$ cat config.mk
export PLATFORM = sky130hd
export DESIGN_NAME = lcd_str_streamer
export DESIGN_NICKNAME = d
export VERILOG_FILES = /design/src/rtl/lcd_str_pkg.sv /design/src/rtl/lcd_str_delay.sv /design/src/rtl/lcd_str_fetch.sv /design/src/rtl/lcd_str_out.sv /design/src/rtl/lcd_str_streamer.sv
export SDC_FILE = /design/constraint.sdc
export NUM_CORES = 1
export LEC_CHECK = 0
export BUFFER_PORTS_ARGS = -buffer_cell sky130_fd_sc_hd__buf_2
export CAP_MARGIN = 20
export CORE_MARGIN = 2
export CORE_UTILIZATION = 55
export DETAILED_ROUTE_END_ITERATION = 10
export GPL_TIMING_DRIVEN = 0
export HOLD_SLACK_MARGIN = 0.15
export PLACE_DENSITY = 0.88
export SETUP_SLACK_MARGIN = 0.2
export SYNTH_ARGS = -nofsm -noshare
export SYNTH_HDL_FRONTEND = slang
export SYNTH_SLANG_ARGS = --single-unit
$ cat constraint.sdc
create_clock -name clk -period 4.2 [get_ports clk]
set_clock_uncertainty 0.1 [all_clocks]
set_input_delay 0.42 -clock clk [delete_from_list [all_inputs] [get_ports clk]]
set_output_delay 0.42 -clock clk [all_outputs]
set_load 0.005 [all_outputs]
$ cat src/rtl/lcd_str_pkg.sv
package lcd_str_pkg;

  localparam int          ADR_W      = 7;       // display address width
  localparam logic [7:0]  CMD_CLEAR  = 8'h01;
  localparam logic [7:0]  CMD_SETADR = 8'h80;
  localparam logic [7:0]  CH_END     = 8'h00;
  localparam logic [7:0]  CH_NEWLINE = 8'hFE;
  localparam logic [ADR_W-1:0] LINE2_ADR = 7'h10;

  typedef enum logic [2:0] {
    ST_IDLE,
    ST_CLR,
    ST_WAIT,
    ST_SEND,
    ST_READ,
    ST_CHECK
  } st_e;

  function automatic logic [7:0] set_adr(input logic [ADR_W-1:0] a);
    return CMD_SETADR | {1'b0, a};
  endfunction

endpackage

$ cat src/rtl/lcd_str_delay.sv
module lcd_str_delay #(
  parameter int CYCLES = 250000
) (
  input  logic clk,
  input  logic rst,
  input  logic arm,
  output logic expired
);
  localparam int CW = $clog2(CYCLES + 1);

  logic [CW-1:0] cnt;
  logic          running;

  always_ff @(posedge clk) begin
    if (rst) begin
      cnt     <= '0;
      running <= 1'b0;
    end else if (arm) begin
      cnt     <= CW'(CYCLES);
      running <= 1'b1;
    end else if (running) begin
      if (cnt != '0) cnt <= cnt - 1'b1;
      else           running <= 1'b0;
    end
  end

  assign expired = running && (cnt == '0);
endmodule

$ cat src/rtl/lcd_str_fetch.sv
module lcd_str_fetch #(
  parameter int PAGE_W = 8,
  parameter int IDX_W  = 8
) (
  input  logic                    clk,
  input  logic                    rst,
  input  logic                    load,
  input  logic [PAGE_W-1:0]       page_in,
  input  logic [IDX_W-1:0]        idx_in,
  input  logic                    step,
  output logic                    rom_rd,
  output logic [PAGE_W+IDX_W-1:0] rom_addr
);
  logic [PAGE_W-1:0] page_q;
  logic [IDX_W-1:0]  idx_q;

  always_ff @(posedge clk) begin
    if (rst) begin
      page_q <= '0;
      idx_q  <= '0;
      rom_rd <= 1'b0;
    end else begin
      rom_rd <= step;
      if (load) begin
        page_q <= page_in;
        idx_q  <= idx_in;
      end else if (step) begin
        idx_q  <= idx_q + 1'b1;     // pre-increment, wraps inside page
      end
    end
  end

  assign rom_addr = {page_q, idx_q};
endmodule

$ cat src/rtl/lcd_str_out.sv
module lcd_str_out (
  input  logic       clk,
  input  logic       rst,
  input  logic       push,
  input  logic       push_cmd,
  input  logic [7:0] push_byte,
  input  logic       ready,
  output logic       valid,
  output logic       is_cmd,
  output logic [7:0] data,
  output logic       accepted
);
  always_ff @(posedge clk) begin
    if (rst) begin
      valid  <= 1'b0;
      is_cmd <= 1'b0;
      data   <= '0;
    end else if (push) begin
      valid  <= 1'b1;
      is_cmd <= push_cmd;
      data   <= push_byte;
    end else if (valid && ready) begin
      valid  <= 1'b0;
    end
  end

  assign accepted = valid && ready;
endmodule

$ cat src/rtl/lcd_str_streamer.sv
module lcd_str_streamer
  import lcd_str_pkg::*;
#(
  parameter int PAGE_W   = 8,
  parameter int IDX_W    = 8,
  parameter int CLK_HZ   = 50_000_000,
  parameter int CLEAR_US = 5000
) (
  input  logic                    clk,
  input  logic                    rst,
  input  logic                    start,
  input  logic [PAGE_W-1:0]       start_page,
  input  logic [IDX_W-1:0]        start_idx,
  input  logic [ADR_W-1:0]        start_cursor,
  input  logic                    start_clear,
  output logic                    busy,
  output logic                    done,
  output logic                    rom_rd,
  output logic [PAGE_W+IDX_W-1:0] rom_addr,
  input  logic [7:0]              rom_data,
  output logic                    lcd_valid,
  input  logic                    lcd_ready,
  output logic                    lcd_is_cmd,
  output logic [7:0]              lcd_byte
);
  localparam int DLY_RAW = CLK_HZ / 1000 * CLEAR_US / 1000;
  localparam int DLY_CYC = (DLY_RAW < 1) ? 1 : DLY_RAW;

  st_e              st, st_n;
  logic [ADR_W-1:0] cur_q;
  logic             push, push_cmd;
  logic [7:0]       push_byte;
  logic             f_load, f_step, arm, expired, acc;

  lcd_str_delay #(.CYCLES(DLY_CYC)) i_delay (
    .clk(clk), .rst(rst), .arm(arm), .expired(expired)
  );

  lcd_str_fetch #(.PAGE_W(PAGE_W), .IDX_W(IDX_W)) i_fetch (
    .clk(clk), .rst(rst), .load(f_load), .page_in(start_page),
    .idx_in(start_idx), .step(f_step), .rom_rd(rom_rd), .rom_addr(rom_addr)
  );

  lcd_str_out i_out (
    .clk(clk), .rst(rst), .push(push), .push_cmd(push_cmd),
    .push_byte(push_byte), .ready(lcd_ready), .valid(lcd_valid),
    .is_cmd(lcd_is_cmd), .data(lcd_byte), .accepted(acc)
  );

  always_comb begin
    st_n      = st;
    push      = 1'b0;
    push_cmd  = 1'b0;
    push_byte = '0;
    f_load    = 1'b0;
    f_step    = 1'b0;
    arm       = 1'b0;
    unique case (st)
      ST_IDLE: if (start) begin
        f_load   = 1'b1;
        push     = 1'b1;
        push_cmd = 1'b1;
        if (start_clear) begin
          push_byte = CMD_CLEAR;
          st_n      = ST_CLR;
        end else begin
          push_byte = set_adr(start_cursor);
          st_n      = ST_SEND;
        end
      end
      ST_CLR: if (acc) begin
        arm  = 1'b1;
        st_n = ST_WAIT;
      end
      ST_WAIT: if (expired) begin
        push      = 1'b1;
        push_cmd  = 1'b1;
        push_byte = set_adr(cur_q);
        st_n      = ST_SEND;
      end
      ST_SEND: if (acc) begin
        f_step = 1'b1;
        st_n   = ST_READ;
      end
      ST_READ: st_n = ST_CHECK;
      ST_CHECK: begin
        if (rom_data == CH_END) begin
          st_n = ST_IDLE;
        end else if (rom_data == CH_NEWLINE) begin
          push      = 1'b1;
          push_cmd  = 1'b1;
          push_byte = set_adr(LINE2_ADR);
          st_n      = ST_SEND;
        end else begin
          push      = 1'b1;
          push_byte = rom_data;
          st_n      = ST_SEND;
        end
      end
      default: st_n = ST_IDLE;
    endcase
  end

  always_ff @(posedge clk) begin
    if (rst) begin
      st    <= ST_IDLE;
      cur_q <= '0;
      busy  <= 1'b0;
      done  <= 1'b0;
    end else begin
      st   <= st_n;
      busy <= (st_n != ST_IDLE);
      done <= (st == ST_CHECK) && (rom_data == CH_END);
      if (st == ST_IDLE && start) cur_q <= start_cursor;
    end
  end
endmodule

### After elaboration in Yosys (flattened, before gate mapping)

Cells that the tools add are included.

| storage, ports and cells | value |
|---|---|
| bits in registers | 58 |
| output and inout port bits | 29 |

| operators by class | value |
|---|---|
| $add $sub $neg | 2 |
| equality and inequality tests | 6 |
| muxes and demuxes | 34 |
| reduce and logical (&&, ||, !) cells | 16 |

Operators with widths:

| operator | number |
|---|---|
| two-way mux 8 bit | 7 |
| two-way mux 18 bit | 3 |
| case mux 8 bit (3 select lines) | 1 |
| zero test 18 bit | 1 |
| case mux 3 bit (6 select lines) | 1 |
| nonzero test 18 bit | 1 |
| subtractor 18 x 1 -> 18 bit, second input constant | 1 |
| two-way mux 1 bit | 14 |
| two-way mux 3 bit | 4 |
| adder 8 x 1 -> 8 bit, second input constant | 1 |
| equality test 8 bit, second input constant | 1 |
| zero test 8 bit | 1 |
| nonzero test 2 bit | 4 |
| equality test 3 x 2 -> 1 bit, second input constant | 2 |
| equality test 3 bit, second input constant | 2 |
| case mux 1 bit (3 select lines) | 2 |
| logical AND 1 bit | 4 |
| two-way mux 2 bit | 2 |
| AND reduction 2 bit | 2 |
| equality test 3 x 1 -> 1 bit, second input constant | 1 |
| zero test 3 bit | 1 |
| nonzero test 3 bit | 1 |
| OR reduction 2 bit | 1 |

### Longest topological paths before layout

| logic depth | value |
|---|---|
| word-level depth | 5 |
| depth in mapped cells | 8 |

### By module

A second synthesis with hierarchy kept.

| second synthesis, totals | value |
|---|---|
| cell total of the unflattened synthesis | 332 |
| area total of the unflattened synthesis | 2952.8 µm² |

By module, submodules not included:

| module | instances | cells an instance | area an instance (µm²) | sequential area each (µm²) |
|---|---|---|---|---|
| lcd_str_delay | 1 | 125 | 1068.5 | 380.4 |
| lcd_str_fetch | 1 | 81 | 767.0 | 340.3 |
| lcd_str_streamer | 1 | 92 | 755.7 | 240.2 |
| lcd_str_out | 1 | 34 | 361.6 | 200.2 |

### Worst setup path before layout

No wires, ideal clock.

| timing | value |
|---|---|
| path type | reg-to-reg |
| start | register i_delay.cnt[15] |
| end | register i_delay.cnt[1] |
| setup time | 0.065 ns |
| arrival time | 2.124 ns |
| required time | 4.035 ns |
| path slack | 1.911 ns |
| cell stages (with the launch flop) | 7 |
| clock period less this slack | 2.289 ns |
| path through | dfxtp_1 > or4_4 > or4b_4 > o21ai_2 > buf_4 > mux2_2 > nor2_1 |

| on the way | value |
|---|---|
| word-level cells in the longest chain between the ends | 2 |

Ends and longest elaborated chain:

| what | line | RTL |
|---|---|---|
| start, declared | lcd_str_delay.sv:11 | `logic [CW-1:0] cnt;` |
| start signal, assigned | lcd_str_delay.sv:19 | `cnt <= CW'(CYCLES);` |
| start signal, assigned | lcd_str_delay.sv:22 | `if (cnt != '0) cnt <= cnt - 1'b1;` |
| nonzero test 18 bit | lcd_str_delay.sv:22 |  |
| AND reduction 2 bit (no source line) | - |  |

No other way between the ends.
A chain may end at the register's enable or synchronous reset.

### Final worst setup path

| timing | value |
|---|---|
| start | register i_delay.cnt[0] |
| end | register i_out.data[0] |

| on the way | value |
|---|---|
| word-level cells in the longest chain between the ends | 4 |
| elaborated cells between the ends (all ways) | 6 |
| classes of those cells | 4 x mux; 2 x reduce/logical |

Ends and longest elaborated chain:

| what | line | RTL |
|---|---|---|
| zero test 18 bit * | lcd_str_delay.sv:27 | `assign expired = running && (cnt == '0);` |
| logical AND 1 bit * | lcd_str_delay.sv:27 |  |
| two-way mux 8 bit or two-way mux 1 bit (tied branches) | lcd_str_streamer.sv:75 | `ST_WAIT: if (expired) begin` |
| case mux 8 bit (3 select lines) or case mux 1 bit (3 select lines) (tied branches) | lcd_str_streamer.sv:58 | `unique case (st)` |
| end signal, assigned | lcd_str_out.sv:21 | `data <= push_byte;` |
| end, declared | lcd_str_out.sv:10 | `output logic [7:0] data,` |

Every way passes the cells marked *; elsewhere a longest branch is shown, timed or not.

==> impl_metrics.yaml <==
run_status:
  status: "finished clean"
clock_network:
  cts_max_path_buffers: 2
  cts-resized-gates: 0
  cts_hold_buf: 0
  cts_buffers: 9
  clockRootBuffer: "clkbuf_8"
  post_cts_buffers: 0
  cts_sinks: 58
  cts_tree: "built"
  clkSlewWorstSetupHoldPaths_ps: 70
  cts_htree_levels: 3
  clkLatencyLatePin_ps: 330
global_route:
  grt_pass1_vias: 2543
  grt_pass1_wl_um: 10880
  grt_overflow: 0
  antenna_found_initial: 0
  track_usage: 0.2585
  grt_max_degree: 11
flow_run:
  drv_cap: 0
sta:
  tightest_slew_ps: 771.5
  rsz0062_at_grt: "no"
  setup-tns-final_ps: 0
  hold_violations: 0
  hold_slack_ps: 222.6
  setup_viol_count_final: 0
  maxSlewHeadroom: 0.4784
  period_needed_ps: 2589
  fmax_ghz: 0.3863
  slew_viol_final: 0
  finalCritPeriodShare: 0.6164
  layout_setup_ws_ps: 1611
synth:
  yosys_warnings: 0
  synth_fp_nets: 362
  ys_async_sr_fraction: 0
  synth_edf_count: 0
  synth_adder_area_share: 0.009145
  synth_top_family_by_area: "simple AND/OR/NAND/NOR gates"
  syn_inst: 324
  synth-seq-area-share: 0.4243
  netlist_area_um2: 2736
  yosys_most_used_dff: "dfxtp_1"
  avgSynthCellArea_um2: 8.446
  synth_cell_types: 52
  yosys.area_share.simple: 0.2524
  ys_ff_latch: 58
  synth_xor_area_frac: 0.05121
  synth.area.mux_share: 0.009602
  synth-compound-area-share: 0.2048
finish:
  drive_gt1_frac: 0.2469
  num-fill-cells: 389
  final_cell_mix: "66 x buf_2, 58 x dfxtp_1, 45 x nand2_1"
  syn2layout_area_growth_pct: 23.64
  final_common_cell: "buf_2"
  stdcell_count: 472
  fin_nets: 438
  n_antenna_cell: 0
floorplanning:
  die_w_um: 74.54
  io_pins: 65
  start_util: 0.5755
  core_area_um2: 4755
  rows: 25
  die-area_um2: 5555
  die_h_um: 74.54
placement:
  gp_congestion: 0.9218
  dpl.hpwl_um: 4814
  place_inst: 456
  portBuffers: 64
  place_ws_ps: 1648
worst_setup_path:
  crit_start: "i_delay.cnt[0]"
  worst_setup_path_start_kind: "flop"
  cp.required_ps: 4300
  ff2ff_path_depth: 8
  crit_type: "reg -> reg"
  worst_ep_arrival_time_ps: 2690
  r2r_slack_ps: 1610
  critPathMaxFanout: 10
  r2r_start: "i_delay.cnt[0]"
  worst_setup_path_end_kind: "flop"
  r2r_end: "i_out.data[0]"
  crit_path_end: "i_out.data[0]"
worst_hold_path:
  hold_class: "in -> reg"
power:
  p_leak_nw: 1.370
  vdd.ir_drop.worst_uv: 288.3
  fin_total_pwr_mw: 1.414
  powerDensity_nw_per_um2: 417.8
drt:
  wirelength_um: 6795
  drtAntennaViolNets: 0
  drcViolationCount: 0
  num_vias: 2760
  first_iter_violations: 218
  wl_per_cell_um: 14.40
  first_pass_iters: 4
  viasPerCell: 5.847
synth_stat cells (all sizes together) (5+ instances only):
library cell / number / area (um^2)
or3: 5 / 31.28
a221oi: 8 / 70.07
nor2: 30 / 115.1
a21oi: 32 / 160.2
nor4: 7 / 58.81
dfxtp: 58 / 1161
a22o: 5 / 43.79
xnor2: 8 / 70.07
nand2: 45 / 168.9
inv: 12 / 45.04
a211oi: 13 / 97.59
clkbuf: 17 / 63.81
o21ai: 5 / 28.78
nor3: 8 / 40.04
xor2: 8 / 70.07
where the power goes:
group / internal [mW] / switching (mW) / leakage (nW)
Clock: 0.381 / 0.218 / 0.119
Combinational: 0.0864 / 0.114 / 0.777
Sequential: 0.587 / 0.0260 / 0.474
layer usage:
layer | part of all wire | vias to the layer above | track usage
met5 | 0 | - | 0
met4 | 0.029 | 0 | 0.1587
met3 | 0.057 | 26 | 0.04607
met2 | 0.48 | 101 | 0.4248
met1 | 0.44 | 1305 | 0.3144
li1 | - | 1328 | -
critical path: stages, from the launching register on:
cell,delay [ps]
dfxtp_1,320
inv_1,80
ha_1,210
nor4b_2,350
nand2_1,340
o41a_1,420
buf_2,190
a221oi_1,350
a211oi_1,100
worst min path at each step:
stage | start | to | slack [ps] | cells after the start
after floorplan | cur_q[0] | cur_q[0] | 340 | 2
after global placement | i_fetch.page_q[0] | i_fetch.page_q[0] | 340 | 2
after detailed placement | i_fetch.page_q[1] | i_fetch.page_q[1] | 350 | 2
after CTS | start_page[0] | i_fetch.page_q[0] | 220 | 3
after global routing | start_page[0] | i_fetch.page_q[0] | 230 | 3
final | start_page[0] | i_fetch.page_q[0] | 220 | 3
registers in the layout, indices dropped and copies added (netlist names):
register	count
busy	1
i_fetch.idx_q	8
i_fetch.rom_rd	1
i_out.valid	1
done	1
cur_q	7
i_out.is_cmd	1
i_delay.cnt	18
st	3
i_delay.running	1
i_fetch.page_q	8
i_out.data	8
through the flow:
step	instance area, um^2	util
4_1_cts	3383	0.7116
5_1_grt	3383	0.7116
3_3_place_gp	3141	0.6605
3_5_place_dp	3146	0.6616
2_1_floorplan	2736	-
6_report	3383	0.7116
area by class of cell:
type                    instances  area [um^2]  area share
flip-flops and latches         58         1161      0.3432
inverters                      12        45.04     0.01331
well taps                      67        83.83     0.02478
multi-input cells             234         1443      0.4264
plain buffers                  20        87.58     0.02589
clock inverters                 4        72.57     0.02145
clock buffers                  12        165.2     0.04882
repair buffers                 65        325.3     0.09615
logic make-up (layout without fill, tap and decap cells):
logic type / Yosys count / count (layout)
adders and majority gates: 2 / 2
buffers and inverters: 32 / 113
xor gates and xnor gates: 16 / 16
DFF: 58 / 58
and+or+nand+nor: 131 / 131
AOI/OAI and AO/OA: 83 / 83
muxes: 2 / 2
(Power assumes the default switching activity.)
